==> config.mk <==
export PLATFORM = sky130hd
export DESIGN_NAME = sflash_blk_erase
export DESIGN_NICKNAME = d
export VERILOG_FILES = /design/src/rtl/sfe_pkg.sv /design/src/rtl/sfe_sync.sv /design/src/rtl/sfe_frame.sv /design/src/rtl/sfe_seq.sv /design/src/rtl/sflash_blk_erase.sv
export SDC_FILE = /design/constraint.sdc
export NUM_CORES = 1
export LEC_CHECK = 0
export CORE_ASPECT_RATIO = 1.4
export CORE_MARGIN = 2
export CORE_UTILIZATION = 45
export DETAILED_ROUTE_END_ITERATION = 12
export PLACE_DENSITY = 0.76
export RECOVER_POWER = 100
export SETUP_SLACK_MARGIN = 0.2
export SYNTH_ARGS = -nofsm -noshare
export SYNTH_HDL_FRONTEND = slang
export SYNTH_SLANG_ARGS = --single-unit
==> constraint.sdc <==
create_clock -name clk -period 2.8 [get_ports clk]
set_input_delay 0.56 -clock clk [delete_from_list [all_inputs] [get_ports clk]]
set_output_delay 0.56 -clock clk [all_outputs]
set_load 0.005 [all_outputs]
==> src/rtl/sfe_pkg.sv <==
package sfe_pkg;
  localparam int unsigned FRAME_BITS = 32;
  localparam int unsigned CNT_W      = $clog2(FRAME_BITS) + 1;
  localparam int unsigned BLK_W      = 8;
  localparam logic [7:0]  OPC_BLK_ERASE = 8'hD8;

  // bit counter step, saturating at all ones so long frames never wrap to 32
  function automatic logic [CNT_W-1:0] cnt_step(input logic [CNT_W-1:0] c,
                                                input logic quad);
    logic [CNT_W:0] sum;
    sum = {1'b0, c} + (quad ? (CNT_W+1)'(4) : (CNT_W+1)'(1));
    return sum[CNT_W] ? {CNT_W{1'b1}} : sum[CNT_W-1:0];
  endfunction

  // shift register update: one bit from line 0 or one nibble, MSB first
  function automatic logic [FRAME_BITS-1:0] shift_in(input logic [FRAME_BITS-1:0] s,
                                                     input logic [3:0] d,
                                                     input logic quad);
    return quad ? {s[FRAME_BITS-5:0], d} : {s[FRAME_BITS-2:0], d[0]};
  endfunction

  function automatic logic frame_is_erase(input logic [7:0] opc,
                                          input logic [CNT_W-1:0] c);
    return (opc == OPC_BLK_ERASE) && (c == CNT_W'(FRAME_BITS));
  endfunction
endpackage

==> src/rtl/sfe_sync.sv <==
module sfe_sync #(
  parameter int unsigned W = 7,
  parameter int unsigned STAGES = 2,
  parameter logic [W-1:0] RST_VAL = '0
) (
  input  logic         clk,
  input  logic         rst_n,
  input  logic [W-1:0] d,
  output logic [W-1:0] q
);
  for (genvar i = 0; i < STAGES; i++) begin : g_stage
    logic [W-1:0] r;
    if (i == 0) begin : g_first
      always_ff @(posedge clk or negedge rst_n)
        if (!rst_n) r <= RST_VAL;
        else        r <= d;
    end else begin : g_next
      always_ff @(posedge clk or negedge rst_n)
        if (!rst_n) r <= RST_VAL;
        else        r <= g_stage[i-1].r;
    end
  end
  assign q = g_stage[STAGES-1].r;
endmodule

==> src/rtl/sfe_frame.sv <==
module sfe_frame
  import sfe_pkg::*;
(
  input  logic             clk,
  input  logic             rst_n,
  input  logic             cs_n_s,
  input  logic             sclk_s,
  input  logic [3:0]       sio_s,
  input  logic             quad_s,
  output logic             frame_end,
  output logic [7:0]       opcode,
  output logic [BLK_W-1:0] blk,
  output logic [CNT_W-1:0] cnt
);
  logic                  sclk_q, cs_q;
  logic [FRAME_BITS-1:0] shreg;
  logic                  sclk_rise;

  assign sclk_rise = sclk_s & ~sclk_q & ~cs_n_s;
  assign frame_end = cs_n_s & ~cs_q;
  assign opcode    = shreg[FRAME_BITS-1 -: 8];
  assign blk       = shreg[FRAME_BITS-9 -: BLK_W];

  always_ff @(posedge clk or negedge rst_n) begin
    if (!rst_n) begin
      sclk_q <= 1'b0;
      cs_q   <= 1'b1;
      shreg  <= '0;
      cnt    <= '0;
    end else begin
      sclk_q <= sclk_s;
      cs_q   <= cs_n_s;
      if (cs_n_s) begin
        cnt <= '0;
      end else if (sclk_rise) begin
        cnt   <= cnt_step(cnt, quad_s);
        shreg <= shift_in(shreg, sio_s, quad_s);
      end
    end
  end
endmodule

==> src/rtl/sfe_seq.sv <==
module sfe_seq
  import sfe_pkg::*;
#(
  parameter int unsigned ERASE_CYCLES = 4096
) (
  input  logic             clk,
  input  logic             rst_n,
  input  logic             wren_pulse,
  input  logic             frame_ok,
  input  logic [BLK_W-1:0] blk_in,
  input  logic             prot_hit,
  input  logic             erase_done,
  output logic             wip,
  output logic             wel,
  output logic             erase_req,
  output logic [BLK_W-1:0] erase_blk,
  output logic             cmd_accept,
  output logic             erase_finish
);
  localparam int unsigned TMR_W = $clog2(ERASE_CYCLES + 1);
  localparam logic [TMR_W-1:0] TMR_LAST = TMR_W'(ERASE_CYCLES - 1);

  logic [TMR_W-1:0] tmr;
  logic             timer_hit;

  assign cmd_accept   = frame_ok & wel & ~prot_hit & ~wip;
  assign timer_hit    = (tmr == TMR_LAST);
  assign erase_finish = wip & (timer_hit | erase_done);

  always_ff @(posedge clk or negedge rst_n) begin
    if (!rst_n) begin
      wip       <= 1'b0;
      wel       <= 1'b0;
      erase_req <= 1'b0;
      erase_blk <= '0;
      tmr       <= '0;
    end else begin
      erase_req <= cmd_accept;
      if (cmd_accept) begin
        wip       <= 1'b1;
        erase_blk <= blk_in;
        tmr       <= '0;
      end else if (wip) begin
        if (erase_finish) begin
          wip <= 1'b0;
          wel <= 1'b0;
        end else begin
          tmr <= tmr + 1'b1;
        end
      end else if (wren_pulse) begin
        wel <= 1'b1;
      end
    end
  end
endmodule

==> src/rtl/sflash_blk_erase.sv <==
module sflash_blk_erase
  import sfe_pkg::*;
#(
  parameter int unsigned ERASE_CYCLES = 4096,
  parameter int unsigned SYNC_STAGES  = 2
) (
  input  logic             clk,
  input  logic             rst_n,
  input  logic             cs_n,
  input  logic             sclk,
  input  logic [3:0]       sio,
  input  logic             qpi_mode,
  input  logic             wren_pulse,
  output logic [BLK_W-1:0] prot_blk,
  input  logic             prot_hit,
  input  logic             erase_done,
  output logic             erase_req,
  output logic [BLK_W-1:0] erase_blk,
  output logic             wip,
  output logic             wel
);
  localparam int unsigned SYNC_W = 7;

  logic [SYNC_W-1:0] pins_s;
  logic              cs_n_s, sclk_s, quad_s;
  logic [3:0]        sio_s;
  logic              frame_end, frame_ok, cmd_accept, erase_finish;
  logic [7:0]        frame_op;
  logic [CNT_W-1:0]  frame_cnt;

  sfe_sync #(.W(SYNC_W), .STAGES(SYNC_STAGES), .RST_VAL(7'b1000000)) u_sync (
    .clk(clk), .rst_n(rst_n),
    .d({cs_n, sclk, qpi_mode, sio}),
    .q(pins_s)
  );
  assign cs_n_s = pins_s[6];
  assign sclk_s = pins_s[5];
  assign quad_s = pins_s[4];
  assign sio_s  = pins_s[3:0];

  sfe_frame u_frame (
    .clk(clk), .rst_n(rst_n),
    .cs_n_s(cs_n_s), .sclk_s(sclk_s), .sio_s(sio_s), .quad_s(quad_s),
    .frame_end(frame_end), .opcode(frame_op), .blk(prot_blk), .cnt(frame_cnt)
  );

  assign frame_ok = frame_end & frame_is_erase(frame_op, frame_cnt);

  sfe_seq #(.ERASE_CYCLES(ERASE_CYCLES)) u_seq (
    .clk(clk), .rst_n(rst_n),
    .wren_pulse(wren_pulse), .frame_ok(frame_ok), .blk_in(prot_blk),
    .prot_hit(prot_hit), .erase_done(erase_done),
    .wip(wip), .wel(wel), .erase_req(erase_req), .erase_blk(erase_blk),
    .cmd_accept(cmd_accept), .erase_finish(erase_finish)
  );
endmodule

==> impl_metrics.prom <==
# TYPE chip_impl_metric gauge
chip_impl_metric{name="yosys_warnings",unit=""} 0
chip_impl_metric{name="synth.net_count",unit=""} 317
chip_impl_metric{name="p_leak",unit="nW"} 1.740
chip_impl_metric{name="timing_worst_slew_pin_value",unit="ns"} 1.869
chip_impl_metric{name="synth.cell_area",unit="um^2"} 3443
chip_impl_metric{name="vdd_drop_max",unit="mV"} 0.5250
chip_impl_metric{name="cts_num_sinks",unit=""} 78
chip_impl_metric{name="maxClockFrequency",unit="MHz"} 411.9
chip_impl_metric{name="first_pass_iters",unit=""} 4
chip_impl_metric{name="share_of_the_clock_period_used_by_the_worst_path",unit="%"} 86.70
chip_impl_metric{name="die_height",unit="um"} 107.5
chip_impl_metric{name="max_cap_violations",unit=""} 1
chip_impl_metric{name="post-route-cell-area",unit="um^2"} 3964
chip_impl_metric{name="initialDrtViolationCount",unit=""} 102
chip_impl_metric{name="timing.final.crit_period",unit="ns"} 2.428
chip_impl_metric{name="synthesized_instance_count",unit=""} 301
chip_impl_metric{name="synth_area_per_cell",unit="um^2"} 11.44
chip_impl_metric{name="timing.critical_path.arrival",unit="ns"} 2.70
chip_impl_info{name="cts_tree",value="yes"} 1
chip_impl_info{name="ys_dominant_reg_cell",value="dfrtp_1"} 1
chip_impl_metric{name="area_delta_synth_final",unit="%"} 15.12
chip_impl_metric{name="asyncSetResetFlopFracSynth",unit="%"} 100.0
chip_impl_metric{name="power_density",unit="nW/um^2"} 694.8
chip_impl_metric{name="first_pass_grt_wire_length",unit="mm"} 10.30
chip_impl_metric{name="post_cts_resized",unit=""} 0
chip_impl_metric{name="hpwlAfterDp",unit="mm"} 3.901
chip_impl_metric{name="final-setup-viol-count",unit=""} 0
chip_impl_info{name="final_common_cell",value="dfrtp_1"} 1
chip_impl_metric{name="finalWirelength",unit="mm"} 5.931
chip_impl_metric{name="finalHoldViolCount",unit=""} 0
chip_impl_metric{name="antenna_violations_before_repair",unit=""} 0
chip_impl_metric{name="cts.hold.buffers_added",unit=""} 0
chip_impl_metric{name="worst_skew_pair.late_latency",unit="ns"} 0.35
chip_impl_metric{name="worst_clock_skew",unit="ns"} 0.01249
chip_impl_info{name="synthTopCellsByArea",value="dfrtp_1, mux2i_1, a21oi_1"} 1
chip_impl_info{name="yosysTopAreaCell",value="dfrtp_1"} 1
chip_impl_metric{name="placement.io_buffers",unit=""} 30
chip_impl_metric{name="post_cts_setup_driven_buffer_insertion_count",unit=""} 0
chip_impl_metric{name="clkTransAtPathRegs",unit="ns"} 0.08
chip_impl_metric{name="worstPathMaxFanout",unit=""} 21
chip_impl_metric{name="number_of_buffers_created_by_cts",unit=""} 9
chip_impl_metric{name="floorplan.rows",unit=""} 37
chip_impl_metric{name="relSlewSlack",unit="%"} -24.57
chip_impl_metric{name="die_w",unit="um"} 77.93
chip_impl_info{name="run_status",value="complete, but fails checks"} 1
chip_impl_info{name="clock-root-buffer",value="clkbuf_8"} 1
chip_impl_metric{name="fp.dieArea",unit="um^2"} 8377
chip_impl_metric{name="yosys_register_bits",unit=""} 78
chip_impl_info{name="cp-end-kind",value="flop"} 1
chip_impl_metric{name="cts_max_level",unit=""} 3
chip_impl_info{name="timing.setup.critical_path_class",value="flop to flop"} 1
chip_impl_metric{name="route.antenna.remaining_nets",unit=""} 0
chip_impl_metric{name="detailroute.via_count",unit=""} 2309
chip_impl_metric{name="cts_buffer_depth",unit=""} 2
chip_impl_metric{name="grt_util_all_layers",unit="%"} 15.68
chip_impl_metric{name="io_pins",unit=""} 31
chip_impl_metric{name="n_antenna_cell",unit=""} 0
chip_impl_metric{name="via_count_of_the_first_global_routing_pass",unit=""} 2286
chip_impl_metric{name="drt-vias-per-instance",unit=""} 5.446
chip_impl_metric{name="reg2reg_setup_slack",unit="ns"} 0.37
chip_impl_info{name="violations_in_the_final_reports",value="capacitance limit, slew limit"} 1
chip_impl_metric{name="dpl_cell_area",unit="um^2"} 3749
chip_impl_metric{name="final_report_max_slew_violation_count",unit=""} 79
chip_impl_metric{name="wl_per_cell",unit="um"} 13.99
chip_impl_metric{name="synth_sequential_area_ratio",unit="%"} 56.80
chip_impl_metric{name="gp_congestion",unit=""} 0.8202
chip_impl_info{name="grt_setup_unrepaired",value="false"} 1
chip_impl_info{name="timing.critical_path.from_type",value="flop"} 1
chip_impl_metric{name="synth_enable_flop_cells",unit=""} 0
chip_impl_metric{name="coreArea",unit="um^2"} 7407
chip_impl_metric{name="grt_max_degree",unit=""} 79
chip_impl_info{name="min-delay-path-class",value="flop to flop"} 1
chip_impl_metric{name="final_nets",unit=""} 338
chip_impl_metric{name="post-synth-top-area-fraction",unit="%"} 54.51
chip_impl_metric{name="detail_route.drc_violations",unit=""} 0
chip_impl_metric{name="crit_required",unit="ns"} 3.07
chip_impl_metric{name="grt.overflow.total",unit=""} 0
chip_impl_metric{name="finalHoldWorstSlack",unit="ns"} 0.3498
chip_impl_metric{name="number_of_distinct_library_cells_after_synthesis",unit=""} 45
chip_impl_metric{name="share_of_post_route_cells_with_drive_strength_above_1",unit="%"} 7.645
chip_impl_metric{name="fin_setup_tns",unit="ns"} 0
chip_impl_metric{name="start_util",unit="%"} 46.49
chip_impl_info{name="mostFrequentLayoutCells",value="dfrtp_1, nor2_1, a21oi_1"} 1
-- critical path, cell delays in order (launching register included) --
cell     delay, ns
dfrtp_1       0.41
ha_1          0.21
nand3_1       0.27
o41ai_4       0.96
o21ai_1       0.27
mux2i_1       0.22
-- cell type report --
class / count / area [um^2]
Sequential cell: 78 / 1956
Tap cell: 97 / 121.4
Multi-Input combinational cell: 192 / 1301
Clock inverter: 4 / 95.09
Clock buffer: 12 / 145.1
Fill cell: 673 / 3443
Inverter: 8 / 30.03
Timing Repair Buffer: 33 / 315.3
-- metal layers --
| layer | up-vias | GRT usage [%] | part of all wire [%] |
|---|---|---|---|
| met5 | - | 0 | 0 |
| met4 | 0 | 7.769 | 2.3 |
| met3 | 11 | 3.691 | 3.3 |
| met2 | 38 | 26.60 | 51 |
| met1 | 1144 | 18.57 | 44 |
| li1 | 1116 | - | - |
-- state kept, by name, indices dropped and copies added (netlist names) --
| register | count |
|---|---|
| u_seq.erase_blk | 8 |
| u_frame.cs_q | 1 |
| u_frame.shreg | 32 |
| u_seq.tmr | 13 |
| u_seq.wel | 1 |
| u_sync.q | 7 |
| u_seq.wip | 1 |
| u_frame.sclk_q | 1 |
| u_sync.g_stage.r | 7 |
| u_seq.erase_req | 1 |
| u_frame.cnt | 6 |
-- power breakdown --
| part | internal [W] | switching [W] |
|---|---|---|
| Clock | 0.000616 | 0.000389 |
| Sequential | 0.00127 | 0.000133 |
| Combinational | 0.000186 | 0.000162 |
-- cells in the mapped netlist (5+ instances only) --
master / count
buf_4: 10
clkbuf_1: 7
o31ai_1: 7
mux2i_1: 33
nor2_1: 41
nand4_1: 6
a21oi_1: 37
mux2_1: 7
or4_1: 5
a211oi_1: 5
dfrtp_1: 75
inv_1: 8
-- through the flow --
step	instances	power, W	utilization [%]	worst slack (ns)
CTS	424	0.002809	53.85	0.4629
finish	424	0.002754	53.51	0.3723
global route	424	0.002905	53.51	0.1925
floorplan	301	0.001657	-	0.6260
detailed placement	408	0.001796	50.61	0.4319
global placement	408	0.001777	50.61	0.4439
-- final timing paths --
kind                                                  startpoint                             to  cells after the start
max in group asynchronous                                  rst_n  u_frame.shreg[12]$_DFFE_PN0P_                      1
worst min-delay path            u_sync.g_stage[0].r[4]$_DFF_PN0_          u_sync.q[4]$_DFF_PN0_                      0
worst min register to register  u_sync.g_stage[0].r[4]$_DFF_PN0_          u_sync.q[4]$_DFF_PN0_                      0
min in group asynchronous                                  rst_n          u_seq.wel$_DFFE_PN0P_                      1
worst max-delay path                    u_seq.tmr[0]$_DFFE_PN0P_       u_seq.tmr[0]$_DFFE_PN0P_                      5
worst max register to register          u_seq.tmr[0]$_DFFE_PN0P_       u_seq.tmr[0]$_DFFE_PN0P_                      5
-- kinds of logic after synthesis --
logic type / share of synthesized area, %
buffers and inverters: 5.051
DFF: 56.80
and+or+nand+nor: 11.88
xor gates and xnor gates: 0.2544
muxes: 12.54
AOI/OAI and AO/OA: 12.03
adders and majority gates: 1.454
No activity file was read; power rests on OpenSTA's default activity.
